--- config.mk ---
export PLATFORM = sky130hd
export DESIGN_NAME = dds_core
export DESIGN_NICKNAME = d
export VERILOG_FILES = /design/src/rtl/dds_pkg.sv /design/src/rtl/dds_regs.sv /design/src/rtl/dds_accum.sv /design/src/rtl/dds_shaper.sv /design/src/rtl/dds_core.sv
export SDC_FILE = /design/constraint.sdc
export NUM_CORES = 1
export LEC_CHECK = 0
export ABC_AREA = 1
export ABC_CLOCK_PERIOD_IN_PS = 18100
export BUFFER_PORTS_ARGS = -buffer_cell sky130_fd_sc_hd__buf_2
export CAP_MARGIN = 20
export CORE_ASPECT_RATIO = 0.9
export CORE_MARGIN = 8
export CORE_UTILIZATION = 65
export DETAILED_ROUTE_END_ITERATION = 8
export HOLD_SLACK_MARGIN = 0.08
export PLACE_DENSITY = 0.82
export SLEW_MARGIN = 20
export SYNTH_ARGS = -nofsm -noshare
export SYNTH_HDL_FRONTEND = slang
export SYNTH_SLANG_ARGS = --single-unit
export TNS_END_PERCENT = 20
--- constraint.sdc ---
create_clock -name clk -period 18.1 [get_ports clk]
set_clock_uncertainty 0.15 [all_clocks]
set_input_delay 1.81 -clock clk [delete_from_list [all_inputs] [get_ports clk]]
set_output_delay 1.81 -clock clk [all_outputs]
set_load 0.005 [all_outputs]
--- src/rtl/dds_pkg.sv ---
package dds_pkg;
  typedef enum logic [1:0] {
    DST_CTRL  = 2'b00,
    DST_FREQ0 = 2'b01,
    DST_FREQ1 = 2'b10,
    DST_PHASE = 2'b11
  } dst_e;

  typedef struct packed {
    logic pair28;
    logic hi_half;
    logic fsel;
    logic psel;
    logic clr;
    logic sleep_acc;
    logic sleep_dac;
    logic bit_en;
    logic bit_full;
    logic tri_mode;
  } ctrl_t;

  function automatic ctrl_t decode_ctrl(input logic [15:0] w);
    ctrl_t c;
    c.pair28    = w[13];
    c.hi_half   = w[12];
    c.fsel      = w[11];
    c.psel      = w[10];
    c.clr       = w[8];
    c.sleep_acc = w[7];
    c.sleep_dac = w[6];
    c.bit_en    = w[5];
    c.bit_full  = w[3];
    c.tri_mode  = w[1];
    return c;
  endfunction
endpackage

--- src/rtl/dds_regs.sv ---
module dds_regs
  import dds_pkg::*;
#(
  parameter int ACC_W = 28,
  parameter int PH_W  = 12
) (
  input  logic             clk,
  input  logic             rst_n,
  input  logic             wr_en,
  input  logic [15:0]      wr_data,
  output ctrl_t            ctrl,
  output logic [ACC_W-1:0] freq_sel,
  output logic [PH_W-1:0]  phase_sel
);
  localparam int HALF = ACC_W / 2;

  dst_e dst;
  logic ctrl_wr;
  assign dst     = dst_e'(wr_data[15:14]);
  assign ctrl_wr = wr_en && (dst == DST_CTRL);

  always_ff @(posedge clk or negedge rst_n) begin
    if (!rst_n)       ctrl <= '0;
    else if (ctrl_wr) ctrl <= decode_ctrl(wr_data);
  end

  for (genvar i = 0; i < 2; i++) begin : g_freq
    logic [ACC_W-1:0] val;
    logic [HALF-1:0]  low_hold;
    logic             want_high;
    logic             hit;
    assign hit = wr_en && (dst == ((i == 0) ? DST_FREQ0 : DST_FREQ1));

    always_ff @(posedge clk or negedge rst_n) begin
      if (!rst_n) begin
        val       <= '0;
        low_hold  <= '0;
        want_high <= 1'b0;
      end else if (ctrl_wr) begin
        want_high <= 1'b0;
      end else if (hit) begin
        if (ctrl.pair28) begin
          if (!want_high) begin
            low_hold  <= wr_data[HALF-1:0];
            want_high <= 1'b1;
          end else begin
            val       <= {wr_data[HALF-1:0], low_hold};
            want_high <= 1'b0;
          end
        end else if (ctrl.hi_half) begin
          val[ACC_W-1:HALF] <= wr_data[HALF-1:0];
        end else begin
          val[HALF-1:0] <= wr_data[HALF-1:0];
        end
      end
    end
  end

  for (genvar j = 0; j < 2; j++) begin : g_phase
    logic [PH_W-1:0] val;
    logic            hit;
    assign hit = wr_en && (dst == DST_PHASE) && (wr_data[13] == (j == 1));

    always_ff @(posedge clk or negedge rst_n) begin
      if (!rst_n)   val <= '0;
      else if (hit) val <= wr_data[PH_W-1:0];
    end
  end

  assign freq_sel  = ctrl.fsel ? g_freq[1].val : g_freq[0].val;
  assign phase_sel = ctrl.psel ? g_phase[1].val : g_phase[0].val;
endmodule

--- src/rtl/dds_accum.sv ---
module dds_accum #(
  parameter int ACC_W = 28,
  parameter int PH_W  = 12
) (
  input  logic             clk,
  input  logic             rst_n,
  input  logic             clr,
  input  logic             hold,
  input  logic [ACC_W-1:0] freq,
  input  logic [PH_W-1:0]  phase,
  output logic [PH_W-1:0]  psum
);
  logic [ACC_W-1:0] acc_q;

  always_ff @(posedge clk or negedge rst_n) begin
    if (!rst_n)     acc_q <= '0;
    else if (clr)   acc_q <= '0;
    else if (!hold) acc_q <= acc_q + freq;
  end

  assign psum = acc_q[ACC_W-1 -: PH_W] + phase;
endmodule

--- src/rtl/dds_shaper.sv ---
module dds_shaper #(
  parameter int PH_W  = 12,
  parameter int DAC_W = 10
) (
  input  logic             clk,
  input  logic             rst_n,
  input  logic             clr,
  input  logic             hold,
  input  logic             tri_mode,
  input  logic             sleep_dac,
  input  logic             bit_en,
  input  logic             bit_full,
  input  logic [PH_W-1:0]  psum,
  output logic [DAC_W-1:0] dac_code,
  output logic             msb_out
);
  localparam logic [PH_W-1:0]  HALFN = PH_W'(1) << (PH_W - 1);
  localparam int               SHIFT = 2 * PH_W - 4 - (DAC_W - 1);
  localparam logic [DAC_W:0]   MID   = (DAC_W + 1)'(1) << (DAC_W - 1);
  localparam logic [DAC_W-1:0] MAXC  = '1;

  function automatic logic [DAC_W-1:0] sine_code(input logic [PH_W-1:0] a);
    logic [PH_W-1:0]   h;
    logic [PH_W-1:0]   rem;
    logic [2*PH_W-1:0] p;
    logic [DAC_W:0]    mag;
    logic [DAC_W:0]    sum;
    h   = {1'b0, a[PH_W-2:0]};
    rem = HALFN - h;
    p   = h * rem;
    mag = p[SHIFT +: DAC_W + 1];
    if (a[PH_W-1]) begin
      sum = MID - mag;
      return sum[DAC_W-1:0];
    end
    sum = MID + mag;
    return sum[DAC_W] ? MAXC : sum[DAC_W-1:0];
  endfunction

  function automatic logic [DAC_W-1:0] tri_code(input logic [PH_W-1:0] a);
    logic [DAC_W-1:0] t;
    t = a[PH_W-2 -: DAC_W];
    return a[PH_W-1] ? ~t : t;
  endfunction

  logic             msb, msb_prev, half_q, half_next;
  logic [DAC_W-1:0] dac_next;

  assign msb       = psum[PH_W-1];
  assign half_next = half_q ^ (msb & ~msb_prev);

  always_comb begin
    if (sleep_dac || (bit_en && tri_mode)) dac_next = '0;
    else if (tri_mode)                     dac_next = tri_code(psum);
    else                                   dac_next = sine_code(psum);
  end

  always_ff @(posedge clk or negedge rst_n) begin
    if (!rst_n) begin
      dac_code <= '0;
      msb_out  <= 1'b0;
      msb_prev <= 1'b0;
      half_q   <= 1'b0;
    end else if (clr) begin
      dac_code <= '0;
      msb_out  <= 1'b0;
      msb_prev <= 1'b0;
      half_q   <= 1'b0;
    end else if (!hold) begin
      dac_code <= dac_next;
      msb_prev <= msb;
      half_q   <= half_next;
      msb_out  <= bit_en & (bit_full ? msb : half_next);
    end
  end
endmodule

--- src/rtl/dds_core.sv ---
module dds_core
  import dds_pkg::*;
#(
  parameter int ACC_W = 28,
  parameter int PH_W  = 12,
  parameter int DAC_W = 10
) (
  input  logic             clk,
  input  logic             rst_n,
  input  logic             wr_valid,
  output logic             wr_ready,
  input  logic [15:0]      wr_data,
  output logic [DAC_W-1:0] dac_code,
  output logic             msb_out
);
  ctrl_t            ctl;
  logic [ACC_W-1:0] freq_sel;
  logic [PH_W-1:0]  phase_sel;
  logic [PH_W-1:0]  psum;
  logic             wr_en;

  assign wr_ready = 1'b1;
  assign wr_en    = wr_valid & wr_ready;

  dds_regs #(.ACC_W(ACC_W), .PH_W(PH_W)) u_regs (
    .clk(clk), .rst_n(rst_n), .wr_en(wr_en), .wr_data(wr_data),
    .ctrl(ctl), .freq_sel(freq_sel), .phase_sel(phase_sel)
  );

  dds_accum #(.ACC_W(ACC_W), .PH_W(PH_W)) u_acc (
    .clk(clk), .rst_n(rst_n), .clr(ctl.clr), .hold(ctl.sleep_acc),
    .freq(freq_sel), .phase(phase_sel), .psum(psum)
  );

  dds_shaper #(.PH_W(PH_W), .DAC_W(DAC_W)) u_shape (
    .clk(clk), .rst_n(rst_n), .clr(ctl.clr), .hold(ctl.sleep_acc),
    .tri_mode(ctl.tri_mode), .sleep_dac(ctl.sleep_dac),
    .bit_en(ctl.bit_en), .bit_full(ctl.bit_full), .psum(psum),
    .dac_code(dac_code), .msb_out(msb_out)
  );
endmodule

==> impl_metrics.ini <==
[run_status]
status = completed

[setup_path]
r2r_cells = 39
worstPathRequired_ps = 18270
worstPathMaxFanout = 14
r2r_end = u_shape.dac_code[5]
criticalPathCategory = reg -> reg
cpPeakStageDelay_ps = 710
crit_top_cell = nand2_1
cp_data_arrival_time_ps = 9070
end_kind = flop
cp_slowest_cell = xor2_1
r2r_start = u_regs.ctrl[6]
start_kind = flop
rrSetupSlack_ps = 9200

[worst_hold_path]
holdCritStartpoint = u_shape.dac_code[8]
min_path_type = reg -> reg
min_to = u_shape.dac_code[8]
hold_path_depth = 2

[final_layout]
final_cell_mix = nand2_1, inv_1, dfrtp_1, nor2_1, o21ai_0
final_util_pct = 70.0
antennaDiodeCount = 0
final_common_cell = nand2_1
final_cell_area_um2 = 14400
num-nets-final = 1967
syn_to_final_growth_pct = 6.87
drive_gt1_share_pct = 7.42

[logic_synthesis]
ys.flop_type = dfrtp_1
syn_area_um2 = 13400
synth_xor_xnor_area_share_pct = 1.41
synth_seq_area_share_pct = 30.0
synth_fa_ha_area_share_pct = 23.2
synth_simple_gate_area_share_pct = 22.4
yosysTopAreaCell = dfrtp_1
synth_area_leaders = dfrtp_1, fa_1, nand2_1, ha_1, inv_1
synth_cell_types = 53
yosys_warnings = 0
syn_avg_cell_area_um2 = 7.71
synth_top_area_share_pct = 30.0
netlist_instances = 1741
synth_edf_count = 0
ys_ff_latch = 161
synth_top_family_by_area = adder cells
synth_compound_area_share_pct = 12.0
synth_async_sr_flop_share_pct = 100
yosys-mux-area-fraction_pct = 2.09

[timing]
rsz0062_at_grt = no
hold_viol_final = 0
setup_viol = 0
fin_crit_sh_pct = 49.2
final_max_slew_viol_count = 0
max-slew-margin-rel_pct = 27.5
fmax_mhz = 112
tns_ps = 0
fin_crit_ps = 8900
worst_slew_pin_slew_ps = 1090

[die]
die_w_um = 168
ios = 31
core_um2 = 20500
die_area_um2 = 25500
start_util_pct = 65.5
die_y_um = 152
rows = 50

[flow_run]
cap_violations = 0

[global_route]
grt_max_degree = 86
overflow = 0
grt_use_total_pct = 27.8
grt_antenna_before_repair = 1
grt_first_pass_wirelength_um = 57700
grt_pass1_vias = 11396

[clock_tree]
cts_sinks = 161
clkSlewWorstSetupHoldPaths_ps = 80
holdBufCountCts = 0
root_buffer = clkbuf_16
cts_tree = built
ctsResizeCount = 0
cts_buffer_depth = 2
cts-htree-levels = 4
insertion_delay_ps = 430
postCtsSetupRepairBufs = 0
numCtsBuffers = 17

[routing]
detailroute.via_count = 11715
via_per_inst = 5.79
drc = 0
wl_per_cell_um = 17.2
ant_nets = 0
wl_um = 34900
first_iter_violations = 1263
first_pass_iters = 6

[placement]
dp_hpwl_um = 26600
place_congestion = 0.983
place_area_um2 = 13800
io_buffers = 29
==> worst max-delay path: cells and delay by family, from the launching register on <==
family	cells	cell delay, ps
multiplexers	1	400
XOR/XNOR	2	970
buffers and inverters	6	480
adder cells (fa/ha/maj)	9	4030
flip-flops	1	670
AO/OA/AOI/OAI	2	360
AND/OR/NAND/NOR	19	1720
==> cell usage after synthesis, types with 4 or more instances <==
cell type and instances:
nor4_1 4, ha_1 107, o21bai_1 6, a21o_1 6, nand2_1 468, dfrtp_1 161, nand3b_1 4, nor3_1 9
clkbuf_1 41, buf_2 4, inv_1 243, nand4_1 8, a31oi_1 29, fa_1 89, xor2_1 9, nor2_2 4
nand2_2 8, o31ai_1 5, mux2_2 24, a21oi_1 71, o21ai_0 150, nor3_2 4, nand3_1 61, xnor2_1 7
nor2_1 158, o21ai_1 8, inv_2 9, o21a_1 6
==> how the worst max path moves through the flow <==
stage | startpoint | cells past startpoint | endpoint
floorplan | u_regs.ctrl[6] | 36 | u_shape.dac_code[2]
global placement | u_regs.ctrl[6] | 38 | u_shape.dac_code[2]
detailed placement | u_regs.ctrl[6] | 38 | u_shape.dac_code[5]
CTS | u_regs.ctrl[6] | 38 | u_shape.dac_code[5]
global route | u_regs.ctrl[6] | 39 | u_shape.dac_code[5]
finish | u_regs.ctrl[6] | 39 | u_shape.dac_code[5]
==> metal layers <==
metal	global-route usage [%]	vias to the layer above	routed length, um
met4	5.82	2	429
met3	5.83	49	3150
met2	41.7	469	15400
li1	-	5559	-
met5	0	-	13
met1	40.8	5636	15900
==> sequential cells by signal, indices dropped and copies added (netlist names) <==
register and count:
u_regs.g_phase.val 24, u_regs.g_freq.want_high 2, u_regs.g_freq.val 56, u_acc.acc_q 28, u_shape.dac_code 10, u_regs.g_freq.low_hold 28
u_shape.msb_prev 1, u_shape.msb_out 1, u_shape.half_q 1, u_regs.ctrl 10
==> logic make-up after synthesis <==
logic type,Yosys count
adder cells (fa/ha/maj),196
buffers and inverters,307
XOR/XNOR,19
AO/OA/AOI/OAI,294
multiplexers,25
other,2
flip-flops,161
AND/OR/NAND/NOR,737
==> metrics by stage <==
stage                     worst slack [ps]  hold slack (ps)  instances
final                                 9200              331       2025
after global routing                  8540              361       2025
after CTS                             9210              334       2025
after detailed placement              9220              314       1993
after global placement                9570              309       1993
after floorplan                      10250              298       1750
==> final cells by class <==
| type | count | area (um2) |
|---|---|---|
| well taps | 260 | 325 |
| repair buffers | 35 | 200 |
| clock buffers | 17 | 425 |
| clock inverters | 15 | 159 |
| multi-input cells | 1282 | 8260 |
| fillers | 1643 | 6160 |
| inverters | 255 | 960 |
| flip-flops and latches | 161 | 4030 |
Power is left out: the tool's default activity adds up to more than one toggle a clock period on the data nets, which glitch-free logic cannot reach.
